**src/rtl/pla_pkg.sv**
```systemverilog
package pla_pkg;
  typedef enum logic [1:0] {
    LIT_OFF  = 2'b00,
    LIT_TRUE = 2'b01,
    LIT_COMP = 2'b10,
    LIT_KILL = 2'b11
  } lit_e;
endpackage

```
**src/rtl/pla_cfg_store.sv**
```systemverilog
module pla_cfg_store #(
  parameter int W = 8
) (
  input  logic         clk_i,
  input  logic         rst_ni,
  input  logic         cfg_en_i,
  input  logic         cfg_bit_i,
  input  logic         cfg_load_i,
  output logic [W-1:0] active_o,
  output logic         loaded_o
);
  logic [W-1:0] shadow_q, active_q;
  logic         loaded_q;

  always_ff @(posedge clk_i or negedge rst_ni) begin
    if (!rst_ni) begin
      shadow_q <= '0;
      active_q <= '0;
      loaded_q <= 1'b0;
    end else begin
      if (cfg_en_i) shadow_q <= {shadow_q[W-2:0], cfg_bit_i};
      if (cfg_load_i) begin
        active_q <= shadow_q;   // pre-shift shadow on a same-cycle shift
        loaded_q <= 1'b1;
      end
    end
  end

  assign active_o = active_q;
  assign loaded_o = loaded_q;


  shift_in_chk: assert property (@(posedge clk_i) disable iff (!rst_ni)
    cfg_en_i |=> shadow_q[0] == $past(cfg_bit_i));

  load_copy_chk: assert property (@(posedge clk_i) disable iff (!rst_ni)
    cfg_load_i |=> (active_q == $past(shadow_q)) && loaded_q);

  active_hold_chk: assert property (@(posedge clk_i) disable iff (!rst_ni)
    !cfg_load_i |=> $stable(active_q));
endmodule

```
**src/rtl/pla_and_plane.sv**
```systemverilog
module pla_and_plane
  import pla_pkg::*;
#(
  parameter int N_IN    = 3,
  parameter int P_TERMS = 5,
  localparam int AND_W  = 2 * N_IN * P_TERMS
) (
  input  logic [N_IN-1:0]    in_i,
  input  logic [AND_W-1:0]   and_cfg_i,
  output logic [P_TERMS-1:0] term_o
);
  for (genvar t = 0; t < P_TERMS; t++) begin : g_term
    always_comb begin
      term_o[t] = 1'b1;
      for (int i = 0; i < N_IN; i++) begin
        case (lit_e'(and_cfg_i[2*(t*N_IN+i) +: 2]))
          LIT_TRUE: term_o[t] = term_o[t] & in_i[i];
          LIT_COMP: term_o[t] = term_o[t] & ~in_i[i];
          LIT_KILL: term_o[t] = 1'b0;
          default:  ;
        endcase
      end
    end
  end
endmodule

```
**src/rtl/pla_or_plane.sv**
```systemverilog
module pla_or_plane #(
  parameter int P_TERMS = 5,
  parameter int M_OUT   = 4,
  localparam int OR_W   = P_TERMS * M_OUT
) (
  input  logic [P_TERMS-1:0] term_i,
  input  logic [OR_W-1:0]    conn_i,
  output logic [M_OUT-1:0]   sum_o
);
  for (genvar o = 0; o < M_OUT; o++) begin : g_out
    assign sum_o[o] = |(term_i & conn_i[o*P_TERMS +: P_TERMS]);
  end
endmodule

```
**src/rtl/pla_array.sv**
```systemverilog
module pla_array #(
  parameter int N_IN     = 3,
  parameter int P_TERMS  = 5,
  parameter int M_OUT    = 4,
  parameter bit PAL_MODE = 1'b0,
  parameter int PAL_TPO  = 4
) (
  input  logic             clk_i,
  input  logic             rst_ni,
  input  logic             cfg_en_i,
  input  logic             cfg_bit_i,
  input  logic             cfg_load_i,
  input  logic [N_IN-1:0]  in_i,
  output logic [M_OUT-1:0] out_o
);
  localparam int AND_W = 2 * N_IN * P_TERMS;
  localparam int OR_W  = P_TERMS * M_OUT;
  localparam int CFG_W = PAL_MODE ? AND_W : AND_W + OR_W;

  function automatic logic [OR_W-1:0] fixed_conn();
    logic [OR_W-1:0] m;
    m = '0;
    for (int o = 0; o < M_OUT; o++)
      for (int t = 0; t < P_TERMS; t++)
        if (((t - o + M_OUT * P_TERMS) % P_TERMS) < PAL_TPO) m[o*P_TERMS+t] = 1'b1;
    return m;
  endfunction

  logic [CFG_W-1:0]   active;
  logic               loaded;
  logic [OR_W-1:0]    conn;
  logic [P_TERMS-1:0] term;
  logic [M_OUT-1:0]   sum;

  pla_cfg_store #(.W(CFG_W)) u_store (
    .clk_i, .rst_ni, .cfg_en_i, .cfg_bit_i, .cfg_load_i,
    .active_o(active), .loaded_o(loaded)
  );

  if (PAL_MODE) begin : g_pal
    assign conn = fixed_conn();
  end else begin : g_pla
    assign conn = active[CFG_W-1:AND_W];
  end

  pla_and_plane #(.N_IN(N_IN), .P_TERMS(P_TERMS)) u_and (
    .in_i, .and_cfg_i(active[AND_W-1:0]), .term_o(term)
  );

  pla_or_plane #(.P_TERMS(P_TERMS), .M_OUT(M_OUT)) u_or (
    .term_i(term), .conn_i(conn), .sum_o(sum)
  );

  assign out_o = loaded ? sum : '0;


  unloaded_zero_chk: assert property (@(posedge clk_i) disable iff (!rst_ni)
    !loaded |-> out_o == '0);

  for (genvar t = 0; t < P_TERMS; t++) begin : g_kchk
    logic has_kill;
    always_comb begin
      has_kill = 1'b0;
      for (int i = 0; i < N_IN; i++)
        if (active[2*(t*N_IN+i) +: 2] == 2'b11) has_kill = 1'b1;
    end

    kill_term_chk: assert property (@(posedge clk_i) disable iff (!rst_ni)
      has_kill |-> !term[t]);
  end

  for (genvar o = 0; o < M_OUT; o++) begin : g_echk

    empty_or_chk: assert property (@(posedge clk_i) disable iff (!rst_ni)
      (conn[o*P_TERMS +: P_TERMS] == '0) |-> !out_o[o]);
  end
endmodule

```
**config.mk**
```make
export PLATFORM = sky130hd
export DESIGN_NAME = pla_array
export DESIGN_NICKNAME = d
export VERILOG_FILES = /design/src/rtl/pla_pkg.sv /design/src/rtl/pla_cfg_store.sv /design/src/rtl/pla_and_plane.sv /design/src/rtl/pla_or_plane.sv /design/src/rtl/pla_array.sv
export SDC_FILE = /design/constraint.sdc
export NUM_CORES = 1
export LEC_CHECK = 0
export ABC_AREA = 1
export BUFFER_PORTS_ARGS = -buffer_cell sky130_fd_sc_hd__buf_4
export CORE_MARGIN = 2
export CORE_UTILIZATION = 55
export CTS_BUF_LIST = sky130_fd_sc_hd__clkbuf_4 sky130_fd_sc_hd__clkbuf_8
export DETAILED_ROUTE_END_ITERATION = 12
export PLACE_DENSITY_LB_ADDON = 0.3
export SLEW_MARGIN = 10
export SYNTH_ARGS = -nofsm -noshare
export SYNTH_HDL_FRONTEND = slang
export SYNTH_HIERARCHICAL = 1
export SYNTH_SLANG_ARGS = --single-unit
```
**constraint.sdc**
```tcl
create_clock -name clk_i -period 3.9 [get_ports clk_i]
set_input_delay 0.78 -clock clk_i [delete_from_list [all_inputs] [get_ports clk_i]]
set_output_delay 0.78 -clock clk_i [all_outputs]
set_load 0.01 [all_outputs]
```
==> flow_summary.ini, run 1 <==
[status]
status = complete, no violations

[timing]
final_max_slew_viol_count = 0
relSlewSlack = 0.560
fin_crit_sh = 0.734
max_freq_mhz = 349
rsz0062_at_grt = false
fin_skew_ps = 10.1
tightest_slew_ps = 660
tns_ps = 0
setup_viol_count_final = 0
hold_viol_final = 0
final.min_clock_period_ps = 2860

[grt]
grt_max_degree = 53
grt_pass1_vias = 3297
grt_pass1_wl_um = 15000
grt.total_usage = 0.195
antenna_found_initial = 0
overflow = 0

[cells_and_area]
nets = 623
area.growth.synth_to_final_pct = 3.88
diodes = 0
drive_gt1_frac = 0.0533
mostFrequentLayoutCells = nand2_1, dfrtp_1, inv_1, ha_1, buf_4
fillers = 742
finalNonFillerCells = 705
utilization = 0.594
final_common_cell = nand2_1

[power_and_ir_drop]
p_clk_frac = 0.286
power_density_nw_per_um2 = 433
pwr-share-comb = 0.146
p_int_mw = 1.49
switching_share = 0.302
power_frac_seq = 0.568
p_leak_nw = 2.90
p_switching_mw = 0.645
power_mw = 2.13
ir_worst_vdd_mv = 0.225

[clock_network]
htreeDepth = 3
cts.sinks = 101
cts_tree = done
clk_pin_slew_ps = 100
cts_made_buffers = 9
insertion_delay_ps = 360
hold_buffers = 0
post-cts-setup-buffers = 0
post_cts_resized = 0
cts_root_buf = clkbuf_8
cts_max_path_buffers = 2

[detailed_routing]
drtIter0Drc = 196
vias = 3427
wl_per_cell_um = 11.6
viasPerCell = 4.86
ant_nets = 0
routed_wl_um = 8180
drc = 0
dr.pass1.iters = 4

[place]
io_buffers = 11
place.gp.congestion = 0.819
dp_cells = 689
dp_hpwl_um = 5310

[synthesis]
synth-simple-area-share = 0.306
seq_area_frac_synth = 0.533
synthCells = 596
ys_ff_latch = 101
syn_area_um2 = 4740
synth_fa_ha_area_frac = 0.0528
synth.avg_cell_area_um2 = 7.96
synth_top_family_by_area = simple AND/OR/NAND/NOR gates
synthXorXnorAreaFrac = 0
synth_area_leaders = dfrtp_1, nand2_1, ha_1
yosysTopAreaCellShare = 0.533
synthesis.nets = 624
synth_warnings = 6
yosysTopAreaCell = dfrtp_1
muxShareOfSynthArea = 0
synth_compound_area_frac = 0.0158
synthDistinctLibCells = 15

[critical_path]
cp_max_fo = 4
worstSetupPathType = reg -> out
startpoint_type = flop
end_kind = output pin
crit_required_ps = 3120
arrival_ps = 2080

[die]
rows = 33
pin_count = 12
die_x_um = 96.9
die_area_um2 = 9380
die_h_um = 96.9
coreArea_um2 = 8300
initial_core_util = 0.571

[run]
maxCapViolCount = 0

[worst_hold_path]
hp-class = in -> async
## metal layers
layer  share of wire  GRT usage  vias up
li1                -          -     1755
met1            0.49      0.258     1628
met2            0.46      0.323       36
met3           0.034     0.0405        8
met4           0.012     0.0607        0
met5               0          0        -
## final timing paths
kind	from	to	slack, ps	depth (start not counted)
max	u_store/active_o[17]	out_o[1]	1040	13
min	rst_ni	u_store/shadow_q[11]	430	1
max reg2reg	u_store/loaded_o	u_store/loaded_o	3080	1
min reg2reg	u_store/active_o[14]	u_store/active_o[14]	480	2
max in group asynchronous	rst_ni	u_store/active_o[26]	2780	2
min in group clk_i	u_store/active_o[14]	u_store/active_o[14]	480	2
## registers in the layout, summed over array words and instances (netlist names)
register / count
u_store/shadow_q: 50
u_store/active_o: 50
u_store/loaded_o: 1
## cells in the mapped netlist, drive strengths merged
| cell | number |
|---|---|
| ha | 20 |
| buf | 23 |
| or2 | 6 |
| dfrtp | 101 |
| a21oi | 10 |
| inv | 55 |
| nor2 | 9 |
| nand2 | 361 |
| clkbuf | 1 |
| nand3 | 5 |
| o21ai | 5 |
## critical path, cell delays in order (launching register included)
cell	delay, ps
dfrtp_1	390
inv_1	60
ha_1	260
inv_1	30
a21oi_1	110
a21oi_1	80
nor2_1	330
nand2_1	90
nand2_1	90
nor2_1	40
nand2_1	40
nand2_1	50
inv_1	50
buf_4	110
## cells by family after synthesis
kind of cell    after synthesis
compound gates               15
fa+ha+maj                    20
buf+inv                      79
flops                       101
simple gates                381
## power by group through the flow
| stage | sequential, mW | combinational [mW] | clock (mW) |
|---|---|---|---|
| detailed placement | 1.23 | 0.317 | 0 |
| global placement | 1.23 | 0.306 | 0 |
| CTS | 1.21 | 0.317 | 0.631 |
| floorplan | 1.21 | 0.248 | 0 |
| finish | 1.21 | 0.311 | 0.610 |
| global route | 1.23 | 0.375 | 0.675 |
## cell type report
| cell class | count | area, µm² | share of cell area |
|---|---|---|---|
| Sequential cell | 101 | 2530 | 0.513 |
| Inverter | 55 | 211 | 0.0429 |
| Tap cell | 105 | 131 | 0.0267 |
| Clock buffer | 9 | 124 | 0.0251 |
| Clock inverter | 7 | 52.6 | 0.0107 |
| Timing Repair Buffer | 12 | 103 | 0.0208 |
| Multi-Input combinational cell | 416 | 1780 | 0.361 |
## stage by stage
step | setup WS, ps | area [µm²] | hold WS (ps)
global placement | 1120 | 4750 | 457
finish | 1040 | 4930 | 431
CTS | 1010 | 4930 | 442
global route | 782 | 4930 | 469
detailed placement | 1140 | 4750 | 460
floorplan | 1480 | 4740 | 437
Power figures use the tool's default switching activity.
==> inputs of run 2 (changes only) <==
ABC_AREA = 0   (was 1)
clock period = 2.7 ns   (was 3.9 ns; I/O delays follow)
==> run 2 against run 1 <==
The run now ends with setup timing left. Combinational power rose to 4.7 times the previous value. Global-route usage fell by 1.2 points. Sequential cell count did not move. Critical path depth fell by 3. Non-clock buffer count is 13 higher. Register-to-register slack got worse by 1300 ps. Area after synthesis is 4.0% higher. Clock skew fell by 4.0 ps. Core utilization is 2.4 points higher. Via count decreased by 31%. Synthesized cell count decreased by 49%. Largest cell class unchanged.
==> flow_summary.ini, run 2 <==
[status]
status = complete, but fails checks
failed_checks = setup timing

[detailed_routing]
wl_per_cell_um = 18.7
vias = 2366
ant_nets = 0
dr.pass1.iters = 4
drc = 0
drtIter0Drc = 46
viasPerCell = 5.41
routed_wl_um = 8170

[timing]
tns_ps = -275
setup_viol_count_final = 4
tightest_slew_ps = 661
max_freq_mhz = 356
rsz0062_at_grt = true
hold_slack_ps = 207
fin_skew_ps = 6.10
setup_ws_ps = -110
fin_crit_sh = 1.04
hold_viol_final = 0
final.min_clock_period_ps = 2810
final_max_slew_viol_count = 0
relSlewSlack = 0.559

[synthesis]
synthCells = 302
synth_warnings = 6
synth_area_leaders = dfrtp_1, mux2_4, ha_1
synthesis.nets = 330
yosysTopAreaCellShare = 0.512
synthDistinctLibCells = 19
synth.avg_cell_area_um2 = 16.3
ys.flop_type = dfrtp_1
yosysTopAreaCell = dfrtp_1
syn_area_um2 = 4930
async_flop_share = 1.00
seq_area_frac_synth = 0.512
yosysMostFrequentCell = dfrtp_1
synth_edf_count = 0
synth_common_cells = dfrtp_1, mux2_4, ha_1, inv_1
ys_ff_latch = 101

[place]
io_buffers = 11
dp_hpwl_um = 5090
place_ws_ps = 39.9
place.gp.congestion = 0.734
dpl_cell_area_um2 = 5020
dp_cells = 418

[die]
initial_core_util = 0.566
die_area_um2 = 9740
coreArea_um2 = 8720
die_h_um = 98.7
rows = 34
die_x_um = 98.7
pin_count = 12

[power_and_ir_drop]
power_mw = 4.67
p_switching_mw = 1.43
pwr-share-comb = 0.312
power_frac_seq = 0.472
p_clk_frac = 0.216
p_leak_nw = 2.72
power_density_nw_per_um2 = 867
switching_share = 0.306
p_int_mw = 3.24
ir_worst_vdd_mv = 0.361

[critical_path]
cp_slowest_cell = dfrtp_1
end_kind = output pin
cp_slowest_stage_delay_ps = 360
arrival_ps = 2270
path_common_cell = buf_4
worstSetupPathType = reg -> out
crit_buf_inv = 3
crit_required_ps = 2160
cp_max_fo = 4
startpoint_type = flop
crit_chain = inv_1 -> ha_2 -> xor2_1 -> a21oi_2 -> a2111oi_4 -> buf_4 -> a222oi_1 -> nand2_1 -> and2_4 -> buf_4
cp_top_family = compound AO/OA/AOI/OAI gates

[grt]
grt_pass1_wl_um = 13900
overflow = 0
antenna_found_initial = 0
grt_busiest_layer = met2
use_met3 = 0.0426
grt.total_usage = 0.182
grt_pass1_vias = 2562
grt_util_met2 = 0.277
grt_max_degree = 53
use_met1 = 0.266

[cells_and_area]
nets = 352
final_common_cell = dfrtp_1
diodes = 0
fillers = 635
finalNonFillerCells = 437
drive_gt1_frac = 0.489
area.growth.synth_to_final_pct = 9.23
final_cell_area_um2 = 5390
mostFrequentLayoutCells = dfrtp_1, mux2_4, buf_4, inv_1, ha_1
utilization = 0.618

[clock_network]
cts_made_buffers = 9
insertion_delay_ps = 360
cts_tree = done
cts_root_buf = clkbuf_8
clk_pin_slew_ps = 100
hold_buffers = 0
htreeDepth = 3
cts_max_path_buffers = 2
cts.sinks = 101

[run]
maxCapViolCount = 0

[worst_hold_path]
hp-class = in -> async
-- run 2: final timing paths --
kind                            slack [ps]              endpoint  cells after the start                 start
worst max register to register        1810  u_store/active_o[28]                      2  u_store/active_o[28]
worst min-delay path                   210   u_store/shadow_q[8]                      1                rst_ni
worst max-delay path                  -110              out_o[3]                     10  u_store/active_o[22]
min in group clk_i                     400   u_store/shadow_q[0]                      2             cfg_bit_i
worst min register to register         520  u_store/active_o[34]                      1  u_store/active_o[34]
max in group asynchronous             1860  u_store/active_o[21]                      2                rst_ni
-- run 2: metal layers --
| layer | part of all wire | routed length, µm |
|---|---|---|
| met1 | 0.48 | 3930 |
| met2 | 0.49 | 3980 |
| met3 | 0.022 | 176 |
| met4 | 0.010 | 84 |
| met5 | 0 | 0 |
-- run 2: cell families (layout without fill, tap and decap cells) --
group | count (synthesis) | after routing | synth area share
flip-flops | 101 | 101 | 0.512
multiplexers | 100 | 100 | 0.304
AO/OA/AOI/OAI | 23 | 23 | 0.0355
buffers and inverters | 34 | 61 | 0.0637
AND/OR/NAND/NOR | 14 | 14 | 0.0165
adder cells (fa/ha/maj) | 20 | 20 | 0.0507
XOR/XNOR | 10 | 10 | 0.0178
-- run 2: what timing repair did --
| item | 4_1_cts | 5_1_grt |
|---|---|---|
| setup endpoints to repair | 4 | 4 |
| pin swaps | 11 | 14 |
| resized for setup | 10 | 14 |
| setup buffers | 1 | 6 |
-- run 2: final cells by class --
type / instances / area, µm² / area share
flip-flops and latches: 101 / 2530 / 0.469
multi-input cells: 167 / 2230 / 0.413
repair buffers: 25 / 213 / 0.0395
clock buffers: 11 / 145 / 0.0269
well taps: 108 / 135 / 0.0251
inverters: 20 / 75.1 / 0.0139
clock inverters: 5 / 66.3 / 0.0123
-- run 2: power groups by stage --
stage	Combinational (mW)	Sequential, mW	Clock (mW)
finish	1.46	2.20	1.01
global route	1.60	2.27	1.10
CTS	1.38	2.20	1.05
detailed placement	1.27	2.21	0
global placement	1.24	2.21	0
floorplan	1.03	2.11	0
